--- src/rtl/fecc_pkg.sv ---
package fecc_pkg;
  typedef enum logic [1:0] {
    CLS_CLEAN  = 2'd0,
    CLS_DATA   = 2'd1,
    CLS_CHECK  = 2'd2,
    CLS_UNCORR = 2'd3
  } fecc_class_e;

  localparam int NUM_CNT = 4;
endpackage

--- src/rtl/fecc_rst_sync.sv ---
module fecc_rst_sync (
  input  logic clk,
  input  logic rst_n,
  output logic rst_q
);
  logic [1:0] stage;

  always_ff @(posedge clk or negedge rst_n) begin
    if (!rst_n) stage <= 2'b00;
    else        stage <= {stage[0], 1'b1};
  end

  assign rst_q = stage[1];
endmodule

--- src/rtl/fecc_decode.sv ---
module fecc_decode
  import fecc_pkg::*;
#(
  parameter  int SYN_W      = 12,
  parameter  int DATA_BASE  = 704,
  parameter  int CHECK_BASE = 640,
  parameter  int WORD_W     = 32,
  localparam int LOC_W      = SYN_W - 1,
  localparam int OFF_W      = $clog2(WORD_W),
  localparam int IDX_W      = $clog2(((1 << LOC_W) - DATA_BASE + WORD_W - 1) / WORD_W)
) (
  input  logic [SYN_W-1:0] syn,
  output fecc_class_e      cls,
  output logic [LOC_W-1:0] loc,
  output logic             bad_loc,
  output logic [IDX_W-1:0] word_idx,
  output logic [OFF_W-1:0] bit_off
);
  logic             top_bit;
  logic [LOC_W-1:0] field;
  logic [LOC_W-1:0] rel;
  logic             one_hot;
  logic             in_data;
  int               hot_pos;

  assign top_bit = syn[SYN_W-1];
  assign field   = syn[LOC_W-1:0];
  assign rel     = field - LOC_W'(DATA_BASE);
  assign one_hot = $onehot(field);
  assign in_data = (field >= LOC_W'(DATA_BASE));

  assign word_idx = IDX_W'(rel >> OFF_W);
  assign bit_off  = rel[OFF_W-1:0];

  always_comb begin
    hot_pos = 0;
    for (int i = 0; i < LOC_W; i++) begin
      if (field[i]) hot_pos = i;
    end
  end

  always_comb begin
    cls     = CLS_CLEAN;
    loc     = '0;
    bad_loc = 1'b0;
    if (!top_bit) begin
      if (field != '0) cls = CLS_UNCORR;
    end else if (field == '0) begin
      cls = CLS_CHECK;
      loc = LOC_W'(CHECK_BASE + LOC_W);
    end else if (one_hot) begin
      cls = CLS_CHECK;
      loc = LOC_W'(CHECK_BASE + hot_pos);
    end else if (in_data) begin
      cls = CLS_DATA;
      loc = field;
    end else begin
      cls     = CLS_UNCORR;
      bad_loc = 1'b1;
    end
  end
endmodule

--- src/rtl/fecc_sat_counter.sv ---
module fecc_sat_counter #(
  parameter int CNT_W = 16
) (
  input  logic             clk,
  input  logic             rst_n,
  input  logic             clr,
  input  logic             inc,
  output logic [CNT_W-1:0] count
);
  logic [CNT_W-1:0] count_nxt;

  always_comb begin
    count_nxt = count;
    if (clr)                      count_nxt = '0;
    else if (inc && (count != '1)) count_nxt = count + 1'b1;
  end

  always_ff @(posedge clk or negedge rst_n) begin
    if (!rst_n) count <= '0;
    else        count <= count_nxt;
  end
endmodule

--- src/rtl/fecc_classifier.sv ---
module fecc_classifier
  import fecc_pkg::*;
#(
  parameter  int SYN_W      = 12,
  parameter  int DATA_BASE  = 704,
  parameter  int CHECK_BASE = 640,
  parameter  int WORD_W     = 32,
  parameter  int CNT_W      = 16,
  localparam int LOC_W      = SYN_W - 1,
  localparam int OFF_W      = $clog2(WORD_W),
  localparam int IDX_W      = $clog2(((1 << LOC_W) - DATA_BASE + WORD_W - 1) / WORD_W)
) (
  input  logic             clk,
  input  logic             rst_n,
  input  logic             syn_valid,
  input  logic [SYN_W-1:0] syn_word,
  input  logic             flip_ack,
  input  logic             cnt_clear,
  output logic             out_valid,
  output logic [1:0]       out_class,
  output logic [LOC_W-1:0] out_loc,
  output logic             out_bad_loc,
  output logic             flip_req,
  output logic [IDX_W-1:0] flip_word,
  output logic [OFF_W-1:0] flip_bit,
  output logic             overrun,
  output logic [CNT_W-1:0] cnt_frames,
  output logic [CNT_W-1:0] cnt_data,
  output logic [CNT_W-1:0] cnt_check,
  output logic [CNT_W-1:0] cnt_uncorr
);
  logic rst_q;

  fecc_rst_sync u_rst (
    .clk   (clk),
    .rst_n (rst_n),
    .rst_q (rst_q)
  );

  fecc_class_e      dec_cls;
  logic [LOC_W-1:0] dec_loc;
  logic             dec_bad;
  logic [IDX_W-1:0] dec_word;
  logic [OFF_W-1:0] dec_bit;

  fecc_decode #(
    .SYN_W      (SYN_W),
    .DATA_BASE  (DATA_BASE),
    .CHECK_BASE (CHECK_BASE),
    .WORD_W     (WORD_W)
  ) u_dec (
    .syn      (syn_word),
    .cls      (dec_cls),
    .loc      (dec_loc),
    .bad_loc  (dec_bad),
    .word_idx (dec_word),
    .bit_off  (dec_bit)
  );

  // flip handshake state
  logic pending, pending_nxt;
  logic overrun_nxt;
  logic issue;
  logic valid_nxt;
  logic load_en;

  assign load_en   = syn_valid;
  assign valid_nxt = syn_valid;
  assign issue     = syn_valid && (dec_cls == CLS_DATA) && !pending;

  always_comb begin
    pending_nxt = pending;
    if (issue)         pending_nxt = 1'b1;
    else if (flip_ack) pending_nxt = 1'b0;
  end

  always_comb begin
    overrun_nxt = overrun;
    if (cnt_clear)                  overrun_nxt = 1'b0;
    else if (syn_valid && pending)  overrun_nxt = 1'b1;
  end

  always_ff @(posedge clk or negedge rst_q) begin
    if (!rst_q) begin
      out_valid <= 1'b0;
      flip_req  <= 1'b0;
      pending   <= 1'b0;
      overrun   <= 1'b0;
    end else begin
      out_valid <= valid_nxt;
      flip_req  <= issue;
      pending   <= pending_nxt;
      overrun   <= overrun_nxt;
    end
  end

  always_ff @(posedge clk or negedge rst_q) begin
    if (!rst_q) begin
      out_class   <= 2'd0;
      out_loc     <= '0;
      out_bad_loc <= 1'b0;
      flip_word   <= '0;
      flip_bit    <= '0;
    end else if (load_en) begin
      out_class   <= dec_cls;
      out_loc     <= dec_loc;
      out_bad_loc <= dec_bad;
      flip_word   <= dec_word;
      flip_bit    <= dec_bit;
    end
  end

  // event counters
  logic [NUM_CNT-1:0] cnt_inc;
  logic [CNT_W-1:0]   cnt_val [NUM_CNT];

  assign cnt_inc[0] = syn_valid;
  assign cnt_inc[1] = syn_valid && (dec_cls == CLS_DATA);
  assign cnt_inc[2] = syn_valid && (dec_cls == CLS_CHECK);
  assign cnt_inc[3] = syn_valid && (dec_cls == CLS_UNCORR);

  for (genvar g = 0; g < NUM_CNT; g++) begin : g_cnt
    fecc_sat_counter #(.CNT_W(CNT_W)) u_cnt (
      .clk   (clk),
      .rst_n (rst_q),
      .clr   (cnt_clear),
      .inc   (cnt_inc[g]),
      .count (cnt_val[g])
    );
  end

  assign cnt_frames = cnt_val[0];
  assign cnt_data   = cnt_val[1];
  assign cnt_check  = cnt_val[2];
  assign cnt_uncorr = cnt_val[3];
endmodule

--- config.mk ---
export PLATFORM = sky130hd
export DESIGN_NAME = fecc_classifier
export DESIGN_NICKNAME = d
export VERILOG_FILES = /design/src/rtl/fecc_pkg.sv /design/src/rtl/fecc_rst_sync.sv /design/src/rtl/fecc_decode.sv /design/src/rtl/fecc_sat_counter.sv /design/src/rtl/fecc_classifier.sv
export SDC_FILE = /design/constraint.sdc
export NUM_CORES = 1
export LEC_CHECK = 0
export BUFFER_PORTS_ARGS = -buffer_cell sky130_fd_sc_hd__buf_2
export CORE_AREA = 5 5 115 117
export DETAILED_ROUTE_END_ITERATION = 12
export DIE_AREA = 0 0 120 122
export PLACE_DENSITY_LB_ADDON = 0.12
export SLEW_MARGIN = 20
export SYNTH_ARGS = -nofsm -noshare
export SYNTH_HDL_FRONTEND = slang
export SYNTH_SLANG_ARGS = --single-unit
--- constraint.sdc ---
create_clock -name clk -period 3.5 [get_ports clk]
set_clock_uncertainty 0.15 [all_clocks]
set_input_delay 0.35 -clock clk [delete_from_list [all_inputs] [get_ports clk]]
set_output_delay 0.35 -clock clk [all_outputs]
set_load 0.02 [all_outputs]
==> impl_results.md, run 1 <==
- Critical Path End Type: flip-flop
- Final WS setup: -0.511 ns
- Pin count of the biggest net entering global routing: 47
- Adder-cell share of the synthesized area: 0.0672
- Average size of a mapped cell: 9.80 µm²
- FP Rows: 41
- Die H: 122 µm
- CTS tree: built
- Placed Cells: 809
- Cell Count, Final, Fillers Out: 846
- Worst Path Required: 3.62 ns
- Hold_ws: 0.0419 ns
- Routed Wire Length: 15000 µm
- Kind of critical path: input port to flip-flop
- Clk slew on worst S/H paths: 0.06 ns
- Initial core utilization: 0.435
- FF-to-FF path depth: 6
- Total leakage power: 3.32 nW
- First-pass GRT wire length: 25300 µm
- WL/cell: 17.7 µm
- Congestion Overflow GR: 0
- Worst skew pair latency: 0.35 ns
- Max Fanout on Critical Path: 8
- Crit-path most repeated cell: fa_1
- Initial antenna violation count: 0
- Final Hold Fails: 0
- Post-synthesis compound-gate area fraction: 0.162
- Post-route cell area: 0.00722 mm²
- Minimum clock period: 4.01 ns
- Max-slew headroom: 0.440
- Violated checks: setup timing
- HP Start: flip_ack
- Hold path cells: 2
- DRC: 0
- Hold Path Class: input port to flip-flop
- Width of the die: 120 µm
- Yosys warnings: 0
- Reg2Reg Capture Point: g_cnt[3].u_cnt.count[9]
- Post-Synth Simple-Gate Area: 0.206
- Cell at the root of the clock tree: clkbuf_16
- Syn Inst Count: 544
- Layout Nets: 733
- H-tree levels: 3
- Dominant register cell in the synthesized netlist: dfrtp_1
- Placement Setup Slack: -1.06 ns
- Worst VDD drop: 0.000197 V
- Die area: 0.0146 mm²
- Min-Delay Endpoint: pending
- Unrepaired setup endpoints after global routing: yes
- Routed Antenna Nets: 0
- Area after DPL: 0.00629 mm²
- I/O pin count: 109
- Final Util: 0.589
- Reg2reg setup slack: 0.69 ns
- Cell Area, Synth: 0.00533 mm²
- Fin crit share: 1.15
- Max cap viols: 0
- Count of different cell masters after synthesis: 60
- FMAX: 249 MHz
- Area grow syn2layout: 35.6%
- Startpoint types: input port
- GP Congestion: 0.845
- Via count: 4777
- HPWL after DPL: 9970 µm
- Max incr delay on CP: 0.55 ns
- Fin. max-slew vios: 0
- Crit-path slowest cell: fa_2
- R2R Path Start: g_cnt[3].u_cnt.count[0]
- Syn nets: 586
- Final setup violating endpoints: 57
- Synth Area in XOR/XNOR: 0.0279
- Main combinational cell family by area after synthesis: simple AND/OR/NAND/NOR gates
- Slew @ Worst Pin: 0.840 ns
- Register bit total from synthesis: 95
- Core Area: 0.0123 mm²
- DR iter-0 viols: 304
- Final Power: 3.08 mW
- Mux contribution to synthesized area: 0.0392
- Vias in the first global route: 4889
- Setup TNS: -17.83 ns
- Clock Tree Buf Depth: 2
- # diodes: 0
- Clk sink count: 95
- Async S/R FF share, synth: 1.00
- Pre-antenna DRT Iters: 4
- I/O Buffers: 108
- Vias/cell: 5.65
- CP Cell Sequence: buf_8 > ha_4 > inv_4 > fa_1 > inv_1 > fa_1 > fa_1 > ha_2 > fa_2 > nor2_4 > and3_4 > o31a_4 > buf_12 > buf_16 > or3_4 > a21oi_2
- CTS buffer count: 9
- Number of synthesized flops with an enable pin: 0
- Critical path arrival: 4.14 ns
- Pwr/cell area: 426 mW/mm²
- Global-route total usage across every layer: 0.215
- Register area share after synthesis: 0.446
- Status: finished with violations
- Proportion of layout cells with a drive suffix above 1: 0.381
[critical path, delay by kind of cell]
kind,cells,cell delay [ns]
buffers and inverters,5,0.45
adder cells (fa/ha/maj),6,2.31
AO/OA/AOI/OAI,2,0.46
AND/OR/NAND/NOR,3,0.55
[routing by layer]
metal	GRT usage	up-vias	wire, µm	part of all wire
met2	0.351	119	7100	0.47
met5	0	-	0	0
met1	0.282	2331	6830	0.46
li1	-	2310	-	-
met3	0.0497	17	775	0.052
met4	0.0744	0	266	0.018
[how the worst max path moves through the flow]
stage,from,end,slack [ns],depth (start not counted)
3_5_place_dp,syn_word[6],g_cnt[2].u_cnt.count[12],-1.06,15
2_1_floorplan,syn_word[6],g_cnt[3].u_cnt.count[5],-0.73,15
3_3_place_gp,syn_word[6],g_cnt[2].u_cnt.count[12],-0.98,15
5_1_grt,syn_word[6],g_cnt[3].u_cnt.count[2],-0.62,17
4_1_cts,syn_word[5],g_cnt[3].u_cnt.count[5],-0.47,15
6_report,syn_word[5],g_cnt[3].u_cnt.count[2],-0.51,16
[cell families after synthesis]
family                     count (synthesis)
buffers and inverters                     62
and+or+nand+nor                          191
xor gates and xnor gates                  17
other                                      1
DFF                                       95
AOI/OAI and AO/OA                        134
muxes                                     19
adders and majority gates                 25
[cells in the final DEF, fill, tap and decap left out, drive strengths merged, types with 7 or more instances in the layout]
master / synthesis / layout
a21oi: 52 / 52
and3: 12 / 12
and4: 8 / 8
buf: 16 / 162
clkbuf: 13 / 14
dfrtp: 95 / 95
ha: 19 / 19
inv: 33 / 32
mux2: 15 / 15
nand2: 23 / 23
nand3: 28 / 28
nand4: 17 / 17
nor2: 31 / 31
nor4: 7 / 7
o211ai: 7 / 7
o21ai: 24 / 24
o2bb2ai: 8 / 8
o31ai: 19 / 19
or3: 21 / 21
or4: 20 / 20
xor2: 13 / 13
[cell usage after synthesis (7+ instances only)]
master	number	share of area
buf_2	9	0.0085
inv_1	33	0.023
o2bb2ai_1	8	0.013
xor2_1	13	0.021
nor2_1	31	0.022
a21oi_1	51	0.048
o21ai_0	24	0.023
or3_1	21	0.025
o31ai_1	19	0.027
dfrtp_1	95	0.45
nand3_1	28	0.026
or4_1	20	0.028
nand4_1	16	0.019
ha_1	19	0.045
mux2_2	15	0.032
nand2_1	22	0.015
and4_1	8	0.013
clkbuf_1	13	0.0092
nor4_1	7	0.0082
and3_1	11	0.013
o211ai_1	7	0.0099
[timing repair]
item / CTS / global route
hold buffers: 1 / 0
setup endpoints to repair: 62 / 62
cloned: 6 / 0
setup buffers: 12 / 4
resized for setup: 78 / 20
pin swaps: 41 / 7
hold endpoints to repair: 2 / 0
[layout make-up]
cell class	instances	area, µm²
Multi-Input combinational cell	387	3010
Tap cell	150	188
Clock buffer	12	256
Clock inverter	4	53.8
Sequential cell	95	2380
Inverter	33	130
Fill cell	1064	5040
Timing Repair Buffer	165	1200
[flip-flops by register name (all words and copies together) (netlist names)]
signal and cells:
out_class 2, g_cnt.u_cnt.count 64, out_loc 11, out_bad_loc 1, u_rst.stage 2, overrun 1
out_valid 1, flip_word 6, pending 1, flip_req 1, flip_bit 5
[where the power goes]
| group | leakage (nW) | internal (mW) | switching [mW] |
|---|---|---|---|
| combinational | 1.89 | 0.397 | 0.445 |
| sequential | 1.28 | 1.16 | 0.0501 |
| clock | 0.145 | 0.595 | 0.436 |
Note: power is estimated with default switching activity, not from simulation.
==> inputs of run 2 (changes only) <==
--- a/config.mk
+++ b/config.mk
@@ -6,9 +6,9 @@
 export NUM_CORES = 1
 export LEC_CHECK = 0
 export BUFFER_PORTS_ARGS = -buffer_cell sky130_fd_sc_hd__buf_2
-export CORE_AREA = 5 5 115 117
+export CORE_AREA = 5 5 95 142
 export DETAILED_ROUTE_END_ITERATION = 12
-export DIE_AREA = 0 0 120 122
+export DIE_AREA = 0 0 100 147
 export PLACE_DENSITY_LB_ADDON = 0.12
 export SLEW_MARGIN = 20
 export SYNTH_ARGS = -nofsm -noshare
==> impl_results.md, run 2 (same netlist as run 1, synthesis figures left out) <==
- Worst VDD drop: 0.000273 V (+39%)
- Cell at the root of the clock tree: clkbuf_16
- Max-slew headroom: 0.512 (+0.0720)
- Area of the multi-input gates: 0.00304 mm² (+0.83%)
- Post-route cell area: 0.00723 mm² (about the same)
- Pre-antenna DRT Iters: 5 (+1)
- CTS buffer count: 9 (unchanged)
- Slew @ Worst Pin: 0.730 ns (-0.110 ns)
- Max cap viols: 0 (unchanged)
- FMAX: 249 MHz (-0.11%)
- Unrepaired setup endpoints after global routing: yes
- I/O pin count: 109 (unchanged)
- Area after DPL: 0.00625 mm² (-0.60%)
- FF-to-FF path depth: 6 (unchanged)
- Worst skew pair latency: 0.34 ns (about the same)
- Most flops, register: g_cnt.u_cnt.count
- Fin crit share: 1.15 (+0.00126)
- GP Congestion: 0.828 (-2.0%)
- Max Fanout on Critical Path: 8 (unchanged)
- Kind of critical path: input port to flip-flop
- Routed Wire Length: 14900 µm (-0.25%)
- Crit-path slowest cell: fa_1
- Initial antenna violation count: 0 (unchanged)
- Status: finished with violations
- FP Rows: 50 (+22%)
- Max incr delay on CP: 0.55 ns (about the same)
- Critical path arrival: 4.14 ns (about the same)
- I/O Buffers: 108 (unchanged)
- Worst Path Required: 3.62 ns (about the same)
- Via count: 4915 (+2.9%)
- Pin count of the biggest net entering global routing: 81 (+72%)
- Global-route total usage across every layer: 0.203 (-0.0117)
- Reg2Reg Capture Point: g_cnt[3].u_cnt.count[9]
- Final Hold Fails: 0 (unchanged)
- HPWL after DPL: 10000 µm (+0.42%)
- Hold Path Class: input port to flip-flop
- Proportion of layout cells with a drive suffix above 1: 0.394 (+0.0129)
- CP Cell Sequence: buf_12 > ha_4 > inv_2 > fa_1 > inv_2 > fa_1 > fa_1 > ha_2 > fa_2 > nor2_4 > and3_4 > o31a_4 > buf_12 > or4_4 > a21oi_2
- DR iter-0 viols: 149 (-51%)
- Register Area: 0.00238 mm² (unchanged)
- Startpoint types: input port
- Largest registers: g_cnt.u_cnt.count (64), out_loc (11), flip_word (6)
- DRC: 0 (unchanged)
- Critical Path End: g_cnt[3].u_cnt.count[5]
- Reg2reg setup slack: 0.73 ns (+0.04 ns)
- Area grow syn2layout: 35.6% (about the same)
- Vias in the first global route: 4984 (+1.9%)
- Hold_ws: 0.0278 ns (-0.0140 ns)
- Layout Nets: 728 (-0.68%)
- R2R Path Start: g_cnt[3].u_cnt.count[0]
- First-pass GRT wire length: 24400 µm (-3.8%)
- H-tree levels: 3 (unchanged)
- Violated checks: setup timing
- Critical Path End Type: flip-flop
- Vias/cell: 5.80 (+2.8%)
- Fin. max-slew vios: 0 (unchanged)
- Initial core utilization: 0.437 (+0.00218)
- Core Area: 0.0122 mm² (-0.50%)
- Clk sink count: 95 (unchanged)
- Width of the die: 100 µm (-17%)
- Most common cell after layout, fill and taps aside: buf_2
- Largest register FFs: 64 (unchanged)
- Congestion Overflow GR: 0 (unchanged)
- Minimum clock period: 4.02 ns (+0.00441 ns)
- Clock Tree Buf Depth: 2 (unchanged)
- Pwr/cell area: 422 mW/mm² (-1.1%)
- CTS tree: built
- Worst Setup SP: syn_word[6]
- Die area: 0.0147 mm² (+0.41%)
- Clk slew on worst S/H paths: 0.07 ns (about the same)
- Fill cells: 1105 (+3.9%)
- Routed Antenna Nets: 0 (unchanged)
- Final setup violating endpoints: 59 (+3.5%)
- Most frequent cells in the layout: buf_2 (104), dfrtp_1 (94), a21oi_1 (38)
- Crit-path most repeated cell: fa_1
- Total leakage power: 3.31 nW (-0.22%)
- Hold path cells: 2 (unchanged)
- Die H: 147 µm (+20%)
- Final WS setup: -0.516 ns (-0.00441 ns)
- # diodes: 0 (unchanged)
- WL/cell: 17.6 µm (-0.37%)
[run 2: cell count changes in the layout (fill, tap and decap cells not counted), moves of 3 or more]
cell / previous run / this run
a21oi_1: 44 / 38
a21oi_2: 8 / 14
or3_1: 19 / 13
or3_4: 2 / 8
buf_6: 14 / 9
buf_4: 37 / 33
o21ai_1: 5 / 8
[run 2: repair_timing]
| action | in CTS | in global routing |
|---|---|---|
| hold buffers | 1 | 0 |
| pin swaps | 30 | 13 |
| hold endpoints to repair | 2 | 0 |
| setup buffers | 9 | 5 |
| gates resized for setup | 60 | 41 |
| endpoints found under the setup margin | 63 | 62 |
| cloned | 6 | 1 |
[run 2: through the flow]
stage / utilization / std cells / setup TNS (ns) / power, mW / setup WS [ns]
2_1_floorplan: - / 544 / -30.15 / 1.63 / -0.733
3_3_place_gp: 0.513 / 809 / -51.25 / 1.82 / -0.998
3_5_place_dp: 0.513 / 809 / -52.67 / 1.84 / -1.05
4_1_cts: 0.575 / 841 / -21.15 / 3.01 / -0.492
5_1_grt: 0.592 / 847 / -27.26 / 3.20 / -0.589
6_report: 0.592 / 847 / -20.72 / 3.05 / -0.516
[run 2: worst min-delay path by stage]
stage	from	slack [ns]	endpoint
after floorplan	rst_n	-0.1	u_rst.stage[0]
after global placement	rst_n	-0.02	u_rst.stage[0]
after detailed placement	rst_n	-0.01	u_rst.stage[0]
after CTS	flip_ack	0.02	pending
after global routing	flip_ack	0.04	pending
final	flip_ack	0.03	pending
[run 2: cell type report]
cell class              count  share of cell area
clock buffers               9              0.0312
inverters                  33              0.0184
multi-input cells         387               0.420
flip-flops and latches     95               0.330
repair buffers            160               0.163
well taps                 156              0.0270
clock inverters             7              0.0111
[run 2: worst max-delay path, delay by kind of cell]
family,cells,cell delay (ns)
adder cells (fa/ha/maj),6,2.33
AND/OR/NAND/NOR,3,0.66
AO/OA/AOI/OAI,2,0.45
buffers and inverters,4,0.33
[run 2: power breakdown]
group / internal [mW] / switching (mW)
Sequential: 1.16 / 0.0475
Clock: 0.564 / 0.449
Combinational: 0.389 / 0.442
Total: 2.11 / 0.938
[run 2: layer usage]
metal,global-route usage,part of all wire,vias to the layer above,wire length (µm)
li1,-,-,2302,-
met1,0.240,0.40,2450,6000
met2,0.364,0.53,130,7870
met3,0.0290,0.043,33,644
met4,0.0850,0.028,0,417
met5,0,0,-,0
